## src/rtl/eew_pkg.sv

```systemverilog
package eew_pkg;
  // operation requested from the bit engine
  typedef enum logic [1:0] {
    OP_START = 2'd0,
    OP_STOP  = 2'd1,
    OP_BYTE  = 2'd2
  } bus_op_e;

  // sequencer states
  typedef enum logic [2:0] {
    SQ_IDLE,
    SQ_START,
    SQ_DEV,
    SQ_AHI,
    SQ_ALO,
    SQ_DATA,
    SQ_STOP
  } seq_st_e;

  // what to do once the pending STOP has gone out
  typedef enum logic [1:0] {
    AF_RESTART,
    AF_DONE,
    AF_FAIL
  } after_stop_e;
endpackage

```

## src/rtl/eew_bit_engine.sv

```systemverilog
module eew_bit_engine
  import eew_pkg::*;
#(
  parameter int QTR_CYC = 4
) (
  input  logic       clk,
  input  logic       rst_n,
  input  logic       cmd_valid,
  input  bus_op_e    cmd_op,
  input  logic [7:0] cmd_byte,
  output logic       cmd_ready,
  output logic       op_done,
  output logic       op_nack,
  output logic       scl_oe,
  output logic       sda_oe,
  input  logic       sda_in
);
  localparam int CW = (QTR_CYC > 1) ? $clog2(QTR_CYC) : 1;

  logic          busy_q, done_q, nack_q;
  bus_op_e       op_q;
  logic [7:0]    sh_q;
  logic [3:0]    bit_q;
  logic [1:0]    qtr_q;
  logic [CW-1:0] div_q;
  logic          scl_q, sda_q;
  logic          tick, bit_val, scl_lo, sda_lo;

  assign tick = busy_q && (div_q == CW'(QTR_CYC - 1));

  // line levels for the current quarter of the current operation
  always_comb begin
    bit_val = bit_q[3] ? 1'b1 : sh_q[7];
    unique case (op_q)
      OP_START: begin
        scl_lo = (qtr_q == 2'd0) || (qtr_q == 2'd3);
        sda_lo = qtr_q[1];
      end
      OP_STOP: begin
        scl_lo = (qtr_q == 2'd0);
        sda_lo = !qtr_q[1];
      end
      default: begin
        scl_lo = (qtr_q == 2'd0) || (qtr_q == 2'd3);
        sda_lo = !bit_val;
      end
    endcase
  end

  always_ff @(posedge clk or negedge rst_n) begin
    if (!rst_n) begin
      busy_q <= 1'b0;
      done_q <= 1'b0;
      nack_q <= 1'b0;
      op_q   <= OP_STOP;
      sh_q   <= '0;
      bit_q  <= '0;
      qtr_q  <= '0;
      div_q  <= '0;
      scl_q  <= 1'b0;
      sda_q  <= 1'b0;
    end else begin
      done_q <= 1'b0;
      if (!busy_q) begin
        if (cmd_valid) begin
          busy_q <= 1'b1;
          op_q   <= cmd_op;
          sh_q   <= cmd_byte;
          bit_q  <= '0;
          qtr_q  <= '0;
          div_q  <= '0;
        end
      end else begin
        div_q <= tick ? '0 : div_q + 1'b1;
        if (tick) begin
          if (op_q == OP_BYTE && bit_q == 4'd8 && qtr_q == 2'd2)
            nack_q <= sda_in;
          if (qtr_q == 2'd3) begin
            if (op_q == OP_BYTE && bit_q != 4'd8) begin
              bit_q <= bit_q + 1'b1;
              sh_q  <= {sh_q[6:0], 1'b0};
              qtr_q <= '0;
            end else begin
              busy_q <= 1'b0;
              done_q <= 1'b1;
            end
          end else begin
            qtr_q <= qtr_q + 1'b1;
          end
        end
      end
      if (busy_q) begin
        scl_q <= scl_lo;
        sda_q <= sda_lo;
      end
    end
  end

  assign cmd_ready = !busy_q;
  assign op_done   = done_q;
  assign op_nack   = nack_q;
  assign scl_oe    = scl_q;
  assign sda_oe    = sda_q;
endmodule

```

## src/rtl/eew_write_seq.sv

```systemverilog
module eew_write_seq
  import eew_pkg::*;
#(
  parameter int MAX_TRIES  = 16,
  parameter int CNT_W      = 16,
  parameter int PAGE_BYTES = 32
) (
  input  logic             clk,
  input  logic             rst_n,
  input  logic             req,
  input  logic [6:0]       dev_addr,
  input  logic [15:0]      mem_addr,
  input  logic [CNT_W-1:0] byte_count,
  output logic             busy,
  output logic             done,
  output logic             error,
  input  logic [7:0]       wdata,
  input  logic             wdata_valid,
  output logic             wdata_ready,
  output logic             cmd_valid,
  output bus_op_e          cmd_op,
  output logic [7:0]       cmd_byte,
  input  logic             cmd_ready,
  input  logic             op_done,
  input  logic             op_nack
);
  localparam int PW = $clog2(PAGE_BYTES);
  localparam int XW = (CNT_W > PW + 1) ? CNT_W : PW + 1;
  localparam int TW = $clog2(MAX_TRIES + 1);

  seq_st_e          st_q;
  after_stop_e      after_q;
  logic             sent_q, done_q, err_q;
  logic [6:0]       dev_q;
  logic [15:0]      addr_q;
  logic [CNT_W-1:0] rem_q;
  logic [XW-1:0]    chunk_q, chunk_n, room_x, rem_x;
  logic [TW-1:0]    tries_q;
  logic             fire;

  // bytes left before the page edge, capped by what remains
  assign room_x  = XW'(PAGE_BYTES) - XW'(addr_q[PW-1:0]);
  assign rem_x   = XW'(rem_q);
  assign chunk_n = (rem_x < room_x) ? rem_x : room_x;

  always_comb begin
    cmd_op   = OP_BYTE;
    cmd_byte = 8'h00;
    unique case (st_q)
      SQ_START: cmd_op = OP_START;
      SQ_STOP:  cmd_op = OP_STOP;
      SQ_DEV:   cmd_byte = {dev_q, 1'b0};
      SQ_AHI:   cmd_byte = addr_q[15:8];
      SQ_ALO:   cmd_byte = addr_q[7:0];
      SQ_DATA:  cmd_byte = wdata;
      default:  cmd_op = OP_BYTE;
    endcase
  end

  assign cmd_valid   = (st_q != SQ_IDLE) && !sent_q && (st_q != SQ_DATA || wdata_valid);
  assign wdata_ready = (st_q == SQ_DATA) && !sent_q && cmd_ready;
  assign fire        = cmd_valid && cmd_ready;

  always_ff @(posedge clk or negedge rst_n) begin
    if (!rst_n) begin
      st_q    <= SQ_IDLE;
      after_q <= AF_RESTART;
      sent_q  <= 1'b0;
      done_q  <= 1'b0;
      err_q   <= 1'b0;
      dev_q   <= '0;
      addr_q  <= '0;
      rem_q   <= '0;
      chunk_q <= '0;
      tries_q <= '0;
    end else begin
      done_q <= 1'b0;
      err_q  <= 1'b0;
      if (fire) sent_q <= 1'b1;
      if (st_q == SQ_IDLE) begin
        if (req) begin
          dev_q   <= dev_addr;
          addr_q  <= mem_addr;
          rem_q   <= byte_count;
          tries_q <= '0;
          sent_q  <= 1'b0;
          st_q    <= SQ_START;
        end
      end else if (op_done) begin
        sent_q <= 1'b0;
        unique case (st_q)
          SQ_START: st_q <= SQ_DEV;
          SQ_DEV: begin
            if (op_nack) begin
              tries_q <= tries_q + 1'b1;
              after_q <= (tries_q == TW'(MAX_TRIES - 1)) ? AF_FAIL : AF_RESTART;
              st_q    <= SQ_STOP;
            end else begin
              tries_q <= '0;
              if (rem_q == '0) begin
                after_q <= AF_DONE;
                st_q    <= SQ_STOP;
              end else begin
                chunk_q <= chunk_n;
                st_q    <= SQ_AHI;
              end
            end
          end
          SQ_AHI, SQ_ALO: begin
            if (op_nack) begin
              after_q <= AF_FAIL;
              st_q    <= SQ_STOP;
            end else begin
              st_q <= (st_q == SQ_AHI) ? SQ_ALO : SQ_DATA;
            end
          end
          SQ_DATA: begin
            if (op_nack) begin
              after_q <= AF_FAIL;
              st_q    <= SQ_STOP;
            end else begin
              addr_q  <= addr_q + 1'b1;
              rem_q   <= rem_q - 1'b1;
              chunk_q <= chunk_q - 1'b1;
              if (chunk_q == XW'(1)) begin
                after_q <= AF_RESTART;
                st_q    <= SQ_STOP;
              end
            end
          end
          SQ_STOP: begin
            unique case (after_q)
              AF_RESTART: st_q <= SQ_START;
              AF_DONE: begin
                done_q <= 1'b1;
                st_q   <= SQ_IDLE;
              end
              default: begin
                err_q <= 1'b1;
                st_q  <= SQ_IDLE;
              end
            endcase
          end
          default: st_q <= SQ_IDLE;
        endcase
      end
    end
  end

  assign busy  = (st_q != SQ_IDLE);
  assign done  = done_q;
  assign error = err_q;
endmodule

```

## src/rtl/eew_page_writer.sv

```systemverilog
module eew_page_writer
  import eew_pkg::*;
#(
  parameter int QTR_CYC    = 4,
  parameter int MAX_TRIES  = 16,
  parameter int CNT_W      = 16,
  parameter int PAGE_BYTES = 32
) (
  input  logic             clk,
  input  logic             rst_n,
  input  logic             req,
  input  logic [6:0]       dev_addr,
  input  logic [15:0]      mem_addr,
  input  logic [CNT_W-1:0] byte_count,
  output logic             busy,
  output logic             done,
  output logic             error,
  input  logic [7:0]       wdata,
  input  logic             wdata_valid,
  output logic             wdata_ready,
  output logic             scl_oe,
  output logic             sda_oe,
  input  logic             sda_in
);
  logic       cmd_valid, cmd_ready, op_done, op_nack;
  bus_op_e    cmd_op;
  logic [7:0] cmd_byte;

  eew_write_seq #(
    .MAX_TRIES (MAX_TRIES),
    .CNT_W     (CNT_W),
    .PAGE_BYTES(PAGE_BYTES)
  ) u_seq (
    .clk        (clk),
    .rst_n      (rst_n),
    .req        (req),
    .dev_addr   (dev_addr),
    .mem_addr   (mem_addr),
    .byte_count (byte_count),
    .busy       (busy),
    .done       (done),
    .error      (error),
    .wdata      (wdata),
    .wdata_valid(wdata_valid),
    .wdata_ready(wdata_ready),
    .cmd_valid  (cmd_valid),
    .cmd_op     (cmd_op),
    .cmd_byte   (cmd_byte),
    .cmd_ready  (cmd_ready),
    .op_done    (op_done),
    .op_nack    (op_nack)
  );

  eew_bit_engine #(
    .QTR_CYC(QTR_CYC)
  ) u_eng (
    .clk      (clk),
    .rst_n    (rst_n),
    .cmd_valid(cmd_valid),
    .cmd_op   (cmd_op),
    .cmd_byte (cmd_byte),
    .cmd_ready(cmd_ready),
    .op_done  (op_done),
    .op_nack  (op_nack),
    .scl_oe   (scl_oe),
    .sda_oe   (sda_oe),
    .sda_in   (sda_in)
  );
endmodule

```

## config.mk

```make
export PLATFORM = sky130hd
export DESIGN_NAME = eew_page_writer
export DESIGN_NICKNAME = d
export VERILOG_FILES = /design/src/rtl/eew_pkg.sv /design/src/rtl/eew_bit_engine.sv /design/src/rtl/eew_write_seq.sv /design/src/rtl/eew_page_writer.sv
export SDC_FILE = /design/constraint.sdc
export NUM_CORES = 1
export LEC_CHECK = 0
export CORE_MARGIN = 4
export CORE_UTILIZATION = 60
export DETAILED_ROUTE_END_ITERATION = 10
export DONT_BUFFER_PORTS = 1
export PLACE_DENSITY = 0.75
export SLEW_MARGIN = 20
export SYNTH_ARGS = -nofsm -noshare
export SYNTH_HDL_FRONTEND = slang
export SYNTH_HIERARCHICAL = 1
export SYNTH_SLANG_ARGS = --single-unit
```

## constraint.sdc

```tcl
create_clock -name clk -period 3.6 [get_ports clk]
set_input_delay 0.36 -clock clk [delete_from_list [all_inputs] [get_ports clk]]
set_output_delay 0.36 -clock clk [all_outputs]
set_load 0.03 [all_outputs]
```

* Word level (Yosys, flattened, before mapping) *
Cells that the tools add are included.

word-level totals
  register bits after elaboration = 91
  bits in latches = 0
  RAM bits = 0
  ROM bits = 0
  input bits = 52
  output and inout bits = 6
  logic and storage cells = 181
  memories = 0

operators by class
  $add $sub $neg = 8
  $mul = 0
  div/mod/pow operators = 0
  magnitude comparators = 1
  eq/ne operators = 30
  shift operators = 0
  mux-type cells = 81
  bitwise logic cells = 2
  reduce and logical (&&, ||, !) cells = 39

operators with widths
  kind                                                   number
  two-way mux 16 bit                                     14
  two-way mux 8 bit                                      5
  one-hot mux 16 bit (2 select lines)                    1
  one-hot mux 8 bit (4 select lines)                     1
  subtractor 16 x 1 -> 16 bit (second input constant)    2
  two-way mux 2 bit                                      13
  two-way mux 1 bit                                      25
  two-way mux 5 bit                                      5
  two-way mux 3 bit                                      8
  two-way mux 4 bit                                      5
  adder 16 x 1 -> 16 bit (second input constant)         1
  equality test 16 x 1 -> 1 bit (second input constant)  1
  zero test 16 bit                                       1
  less-than comparator 16 bit                            1
  != test 2 bit (second input constant)                  8
  one-hot mux 3 bit (5 select lines)                     1
  AND reduction 3 bit                                    4
  AND reduction 6 bit                                    2
  nonzero test 2 bit                                     5
  equality test 3 bit (second input constant)            3
  logical AND 1 bit                                      9
  equality test 2 bit (second input constant)            4
  AND reduction 4 bit                                    2
  subtractor 6 x 5 -> 7 bit (first input constant)       1
  other kinds (25)                                       39

* Depth between registers and ports, before layout *
Gate-level depths: netlist of the first run.

  word-level depth = 7
  gate-level depth with buffers = 10
  gate-level depth less buffers = 9

* Cells and area by module *
Netlist of the first run, hierarchy kept.

by module, submodules not included
  module          instances  cells each  area each (µm²)  seq. area each (µm²)
  eew_write_seq   1          522         4426.7           1701.6
  eew_bit_engine  1          139         1385.1           576.8

* Worst setup path before layout of the first run *
OpenSTA, ideal clock, no wires.

  kind = reg-to-reg
  from = reg u_seq.addr_q[2]
  to = reg u_seq.chunk_q[3]
  setup time = 0.104 ns
  arrival = 2.703 ns
  data required time = 3.496 ns
  slack = 0.793 ns
  stages on the path, launching flop included = 10
  buffers on the path = 2
  period minus slack after synthesis = 2.807 ns
  path through = dfrtp_1 clkbuf_1 nor3_1 or3b_1 ha_1 a2111oi_0 o2111a_1 buf_2 mux2_2 a221oi_1

between the ends
  cells in the longest elaborated chain, start to end = 6

ends and longest elaborated chain
  item                                     RTL line              RTL
  start, declared                          eew_write_seq.sv:35   logic [15:0] addr_q;
  start signal, assigned                   eew_write_seq.sv:83   addr_q <= mem_addr;
  start signal, assigned                   eew_write_seq.sv:122  addr_q <= addr_q + 1'b1;
  subtractor 6 x 5 -> 7 bit (*)            eew_write_seq.sv:42   assign room_x = XW'(PAGE_BYTES) - XW'(addr_q[PW-1:0]);
  less-than comparator 16 bit              eew_write_seq.sv:44   assign chunk_n = (rem_x < room_x) ? rem_x : room_x;
  two-way mux 16 bit (*)                   eew_write_seq.sv:44
  two-way mux 16 bit (*)                   eew_write_seq.sv:100  if (rem_q == '0) begin
  two-way mux 16 bit (*)                   eew_write_seq.sv:94   if (op_nack) begin
  one-hot mux 16 bit (2 select lines) (*)  eew_write_seq.sv:91   unique case (st_q)
  end signal, assigned                     eew_write_seq.sv:104  chunk_q <= chunk_n;
  end signal, assigned                     eew_write_seq.sv:124  chunk_q <= chunk_q - 1'b1;
  end, declared                            eew_write_seq.sv:37   logic [XW-1:0] chunk_q, chunk_n, room_x, rem_x;

Mark *: on every way between the ends. The rest lies on a longest branch, timed or not. The select of a mux whose other input is x is not followed.
A chain may end at the register's enable or synchronous reset.

* Worst setup path in the final report of the first run *
  from = reg u_seq.addr_q[0]
  to = reg u_seq.chunk_q[3]

Same word-level chain as after synthesis.

==> out/metrics.yaml, run 1 <==
synth_common_cells: "90 x dfrtp_1, 60 x a21oi_1, 49 x nand2_1, 49 x nor2_1, 39 x o21ai_0"
clk_pin_slew_ps: 80
syn_area_um2: 5810
synth-simple-area-share: 0.223
maxSlewViolCount: 0
powerDensity_nw_per_um2: 314
ys_warn_count: 6
grt_pass1_vias: 4782
postCtsSetupRepairBufs: 0
endpoint_kind: "flip-flop"
required_ps: 3850
nNetsFinal: 709
ys_ff_latch: 91
async_reset_ff_frac: 1.00
relSlewSlack: 0.386
synth.most_common_cell: "dfrtp_1"
final_util: 0.654
cp_slowest_cell: "a2111oi_0"
ant_nets: 0
detailed_place_hpwl_um: 9850
outcome: "completed"
grt.overflow.total: 0
route.detailed.drc: 0
drt_pre_antenna_iters: 5
rrSetupSlack_ps: 400
pre_cts_ws_ps: 525
synth_xor_area_frac: 0.00603
finalCritPeriodShare: 0.890
synthMuxAreaShare: 0.0392
clock_latency_ps: 360
start_kind: "flip-flop"
synth_nets: 731
ctsResizeCount: 0
synth_edf_count: 0
io_pins: 58
vdd_drop_max_mv: 0.226
rows: 35
grt_start_max_net_pins: 92
max_freq_mhz: 312
core_um2: 9330
clock_skew_ps: 16.2
yosysSeqAreaShare: 0.392
fin_ws_ps: 397
routedWlPerCell_um: 18.0
place_congestion: 0.831
dieArea_um2: 11300
vias_per_cell: 6.60
tightest_slew_ps: 921
drt_iter0_drc: 344
synthAdderAreaFrac: 0.0388
tritoncts: "yes"
dieHeight_um: 106
max_stage_delay_ps: 540
min_period_ps: 3200
grt_util_all_layers: 0.251
synthCells: 661
vias: 5104
port_buffers: 0
path_buf_inv: 0
root_buffer: "clkbuf_8"
total_power_mw: 1.92
htree_levels: 3
crit_type: "reg -> reg"
synth-compound-area-share: 0.248
crit_arrival_ps: 3450
synth_top_family_by_area: "compound AO/OA/AOI/OAI gates"
cap_violations: 0
routed_wl_um: 14000
rsz0062_at_grt: "no"
antenna_found_initial: 0
critPathTopFamily: "compound AO/OA/AOI/OAI gates"
tritoncts.num_buffers: 9
finalHoldViolCount: 0
ys.flop_type: "dfrtp_1"
syn_avg_cell_area_um2: 8.79
die-width_um: 106
hp-class: "in -> reg"
yosys.area.top_type: "dfrtp_1"
synth.area.top_cells: "dfrtp_1 39%, a21oi_1 5.2%, ha_1 3.9%"
finalSetupViolations: 0
initial_core_util: 0.623
cts_hold_buf: 2
tns_ps: 0
synth_cell_types: 82
clk_path_buf_depth: 2
netlist.area_leader.share: 0.388
cts.sinks: 91
drive_above_1_share: 0.102
grt_first_pass_wirelength_um: 23300
antenna_cells: 0
path_max_fanout: 9
crit_chain: "nor3_1 > or3b_1 > ha_1 > a2111oi_0 > o2111a_1 > mux2_2 > a221oi_1"
area_growth_pct: 5.04
p_leak_nw: 2.55
## where the power goes
part / total (mW) / internal, mW / switching, mW
registers: 1.07 / 1.04 / 0.0271
logic: 0.114 / 0.0463 / 0.0679
clock network: 0.739 / 0.379 / 0.360
## worst reg2reg max path, stage by stage (launching register included)
cell       delay (ps)
dfrtp_1           480
nor3_1            290
or3b_1            410
ha_1              330
a2111oi_0         540
o2111a_1          450
mux2_2            380
a221oi_1          220
## path summary, 6_finish.rpt
path                                                from                             to  depth (start not counted)
max                          u_seq/addr_q[0]$_DFFE_PN0P_   u_seq/chunk_q[3]$_DFFE_PN0P_                          7
min                                        byte_count[0]     u_seq/rem_q[0]$_DFFE_PN0P_                          2
max reg2reg                  u_seq/addr_q[0]$_DFFE_PN0P_   u_seq/chunk_q[3]$_DFFE_PN0P_                          7
min reg2reg                u_seq/chunk_q[15]$_DFFE_PN0P_  u_seq/chunk_q[15]$_DFFE_PN0P_                          1
max in group asynchronous                          rst_n      u_eng/op_q[0]$_DFFE_PN1P_                          2
min in group asynchronous                          rst_n     u_eng/qtr_q[0]$_DFFE_PN0P_                          2
## layer usage
| layer | up-vias | global-route usage | share of wire |
|---|---|---|---|
| met5 | - | 0 | 0 |
| met2 | 165 | 0.397 | 0.47 |
| li1 | 2423 | - | - |
| met3 | 24 | 0.0619 | 0.060 |
| met1 | 2492 | 0.343 | 0.45 |
| met4 | 0 | 0.0721 | 0.025 |
## flip-flops by register name, summed over array words and instances, names as in the netlist, 3 cells and up
name	flops
u_seq/addr_q	16
u_seq/chunk_q	16
u_seq/st_q	3
u_eng/bit_q	4
u_eng/sh_q	8
u_seq/rem_q	16
u_seq/dev_q	7
u_seq/tries_q	5
## kinds of logic after synthesis
logic type                 count (synthesis)
muxes                                     21
and+or+nand+nor                          235
adders and majority gates                 18
AOI/OAI and AO/OA                        218
buffers and inverters                     74
xor gates and xnor gates                   4
DFF                                       91
## placed cells by master (no fill, tap or decap), types with 13 or more instances in the layout
cell type,count
o31ai_1,13
ha_1,18
nor3_1,19
a21oi_1,60
nand3_1,25
dfrtp_1,90
inv_1,29
nand2_1,49
nor2_1,48
o21ai_1,14
o21ai_0,39
o22ai_1,14
## cell type report
class / count / area [um^2]
Fill cell: 770 / 3220
Clock inverter: 3 / 45.0
Tap cell: 129 / 161
Multi-Input combinational cell: 496 / 3240
Inverter: 31 / 116
Sequential cell: 91 / 2280
Timing Repair Buffer: 10 / 97.6
Clock buffer: 13 / 169
## through the flow
| stage | cells | area, um^2 | hold WS, ps |
|---|---|---|---|
| 5_1_grt | 773 | 6100 | 127 |
| 3_5_place_dp | 755 | 5850 | 66.8 |
| 2_1_floorplan | 661 | 5810 | 64.4 |
| 6_report | 773 | 6100 | 141 |
| 3_3_place_gp | 755 | 5850 | 66.4 |
| 4_1_cts | 773 | 6100 | 130 |
No activity file was read; power rests on OpenSTA's default activity.
==> run 2: changes to the inputs <==
ABC_AREA = 1   (was not set)
MAX_ROUTING_LAYER = met4   (was not set)
==> run 2 against run 1 <==
  * Area after synthesis grew 1.9%
  * Sequential share of layout area shrank 0.30 points
  * First-iteration DRC count grew 19%
  * Critical path depth grew 1
  * Clock skew grew 3.0 ps
  * Global-route usage grew 0.43 points
  * Non-clock buffer count shrank 6
  * Synthesized cell count grew 22%
  * Wire length shrank 0.54%
  * Flip-flop and latch count is the same
  * Total power shrank 5.8%
==> out/metrics.yaml, run 2 <==
outcome: "completed"
initial_core_util: 0.629
ys.flop_type: "dfrtp_1"
ant_nets: 0
grt_start_max_net_pins: 92
yosys.area.top_type: "dfrtp_1"
p_leak_nw: 3.02
nNetsFinal: 867
tritoncts: "yes"
synth_cell_types: 48
synth.most_common_cell: "nand2_1"
pwr-share-clk: 0.397
routedWlPerCell_um: 14.9
tns_ps: 0
syn_area_um2: 5920
yosysSeqAreaShare: 0.385
tightest_slew_ps: 675
powerDensity_nw_per_um2: 294
rows: 35
start_kind: "flip-flop"
seqPwrFrac: 0.574
largestRegisters: "u_seq/addr_q (16), u_seq/chunk_q (16), u_seq/rem_q (16)"
hp-class: "in -> reg"
dieArea_um2: 11500
vias_per_cell: 5.72
layout_common_cells: "209 x nand2_1, 102 x nor2_1, 90 x dfrtp_1, 75 x inv_1, 67 x nand3_1"
cap_violations: 0
place_congestion: 0.911
switching_power_mw: 0.434
pre_cts_ws_ps: 1120
synth_edf_count: 0
p_sw_frac: 0.240
core_um2: 9420
vdd_drop_max_mv: 0.176
fin_ws_ps: 1070
finalSetupViolations: 0
area_growth_pct: 3.93
route.detailed.drc: 0
synth.area.top_cells: "dfrtp_1 38%, nand2_1 13%, nor2_1 6.5%"
finalCritPeriodShare: 0.702
rsz0062_at_grt: "no"
postCtsSetupRepairBufs: 0
cts_hold_buf: 2
ys_warn_count: 6
io_pins: 58
drt_pre_antenna_iters: 5
clock_latency_ps: 360
vias: 5334
clk_path_buf_depth: 2
synthCells: 808
die-width_um: 107
detailed_place_hpwl_um: 9930
tritoncts.num_buffers: 9
grt_util_all_layers: 0.255
crit_type: "reg -> reg"
netlist.area_leader.share: 0.380
maxSlewViolCount: 0
min_period_ps: 2530
grt.overflow.total: 0
drt_iter0_drc: 410
htree_levels: 3
layout_commonest_cell: "nand2_1"
synth_common_cells: "209 x nand2_1, 102 x nor2_1, 90 x dfrtp_1"
async_reset_ff_frac: 1.00
cts.sinks: 91
ctsResizeCount: 0
ys_ff_latch: 91
root_buffer: "clkbuf_8"
endpoint_kind: "flip-flop"
max_freq_mhz: 396
power_frac_comb: 0.028
port_buffers: 0
grt_pass1_vias: 5039
syn_avg_cell_area_um2: 7.33
clk_pin_slew_ps: 90
dieHeight_um: 107
clock_skew_ps: 19.2
relSlewSlack: 0.550
drive_above_1_share: 0.0761
required_ps: 3860
grt_first_pass_wirelength_um: 23600
routed_wl_um: 13900
crit_arrival_ps: 2790
finalHoldViolCount: 0
num-fill-cells: 833
synth_nets: 878
path_max_fanout: 27
antenna_found_initial: 1
intPower_mw: 1.37
[run 2: changes by cell type in the layout (fill, tap and decap cells not counted), moves of 8 or more]
cell	previous run	this run
nor2_1	48	102
xor2_1	3	16
and3_1	9	0
o31ai_1	13	0
a21oi_1	60	33
nand3_1	25	67
inv_1	29	75
or3b_2	8	0
nand2_1	49	209
[run 2: logic make-up after synthesis]
kind of cell               share of synthesized area
adders and majority gates                     0.0380
muxes                                         0.0150
buffers and inverters                         0.0851
and+or+nand+nor                                0.316
xor gates and xnor gates                      0.0251
AOI/OAI and AO/OA                              0.136
DFF                                            0.385
[run 2: worst paths after layout]
kind | start | end | slack (ps) | cells past startpoint
worst max-delay path | u_seq/st_q[1]$_DFFE_PN0P_ | u_seq/addr_q[2]$_DFFE_PN0P_ | 1070 | 8
worst min-delay path | sda_in | u_eng/op_nack$_DFFE_PN0P_ | 150 | 2
worst max register to register | u_seq/st_q[1]$_DFFE_PN0P_ | u_seq/addr_q[2]$_DFFE_PN0P_ | 1070 | 8
worst min register to register | u_seq/after_q[1]$_DFFE_PN0P_ | u_seq/done$_DFF_PN0_ | 460 | 1
max in group asynchronous | rst_n | u_eng/op_q[0]$_DFFE_PN1P_ | 2650 | 2
min in group asynchronous | rst_n | u_seq/chunk_q[4]$_DFFE_PN0P_ | 580 | 2
[run 2: stage by stage]
stage / cells / total power, mW / cell area, um^2 / hold slack, ps / util
global route: 932 / 1.88 / 6150 / 125 / 0.654
finish: 932 / 1.81 / 6150 / 147 / 0.654
floorplan: 808 / 1.08 / 5920 / 64.4 / -
CTS: 931 / 1.82 / 6150 / 131 / 0.653
detailed placement: 913 / 1.08 / 5910 / 67.9 / 0.628
global placement: 913 / 1.08 / 5910 / 67.8 / 0.628
[run 2: final cells by class]
| type | instances | area, um^2 | share of cell area |
|---|---|---|---|
| diodes | 1 | 2.50 | 0.000407 |
| clock buffers | 10 | 128 | 0.0207 |
| clock inverters | 6 | 73.8 | 0.0120 |
| inverters | 83 | 319 | 0.0518 |
| multi-input cells | 608 | 3140 | 0.510 |
| flip-flops and latches | 91 | 2280 | 0.370 |
| well taps | 129 | 161 | 0.0262 |
| repair buffers | 4 | 52.6 | 0.00854 |
[run 2: power groups by stage]
stage / Combinational, mW / Clock (mW) / Sequential [mW]
2_1_floorplan: 0.0219 / 0 / 1.05
4_1_cts: 0.0527 / 0.735 / 1.04
3_5_place_dp: 0.0270 / 0 / 1.06
6_report: 0.0515 / 0.718 / 1.04
5_1_grt: 0.0597 / 0.783 / 1.04
3_3_place_gp: 0.0262 / 0 / 1.06
[run 2: critical path: stages, from the launching register on]
cell and delay (ps):
dfrtp_1 460, inv_1 150, nand3_4 180, clkinv_2 330, nand2_2 120, o21ai_4 550
buf_4 370, o21ai_0 120, a22oi_1 160
[run 2: metal layers]
metal | wire (um) | part of all wire | track usage
met1 | 6220 | 0.45 | 0.342
met4 | 197 | 0.014 | 0.0739
met2 | 6760 | 0.49 | 0.404
met5 | 0 | 0 | -
met3 | 706 | 0.051 | 0.0414
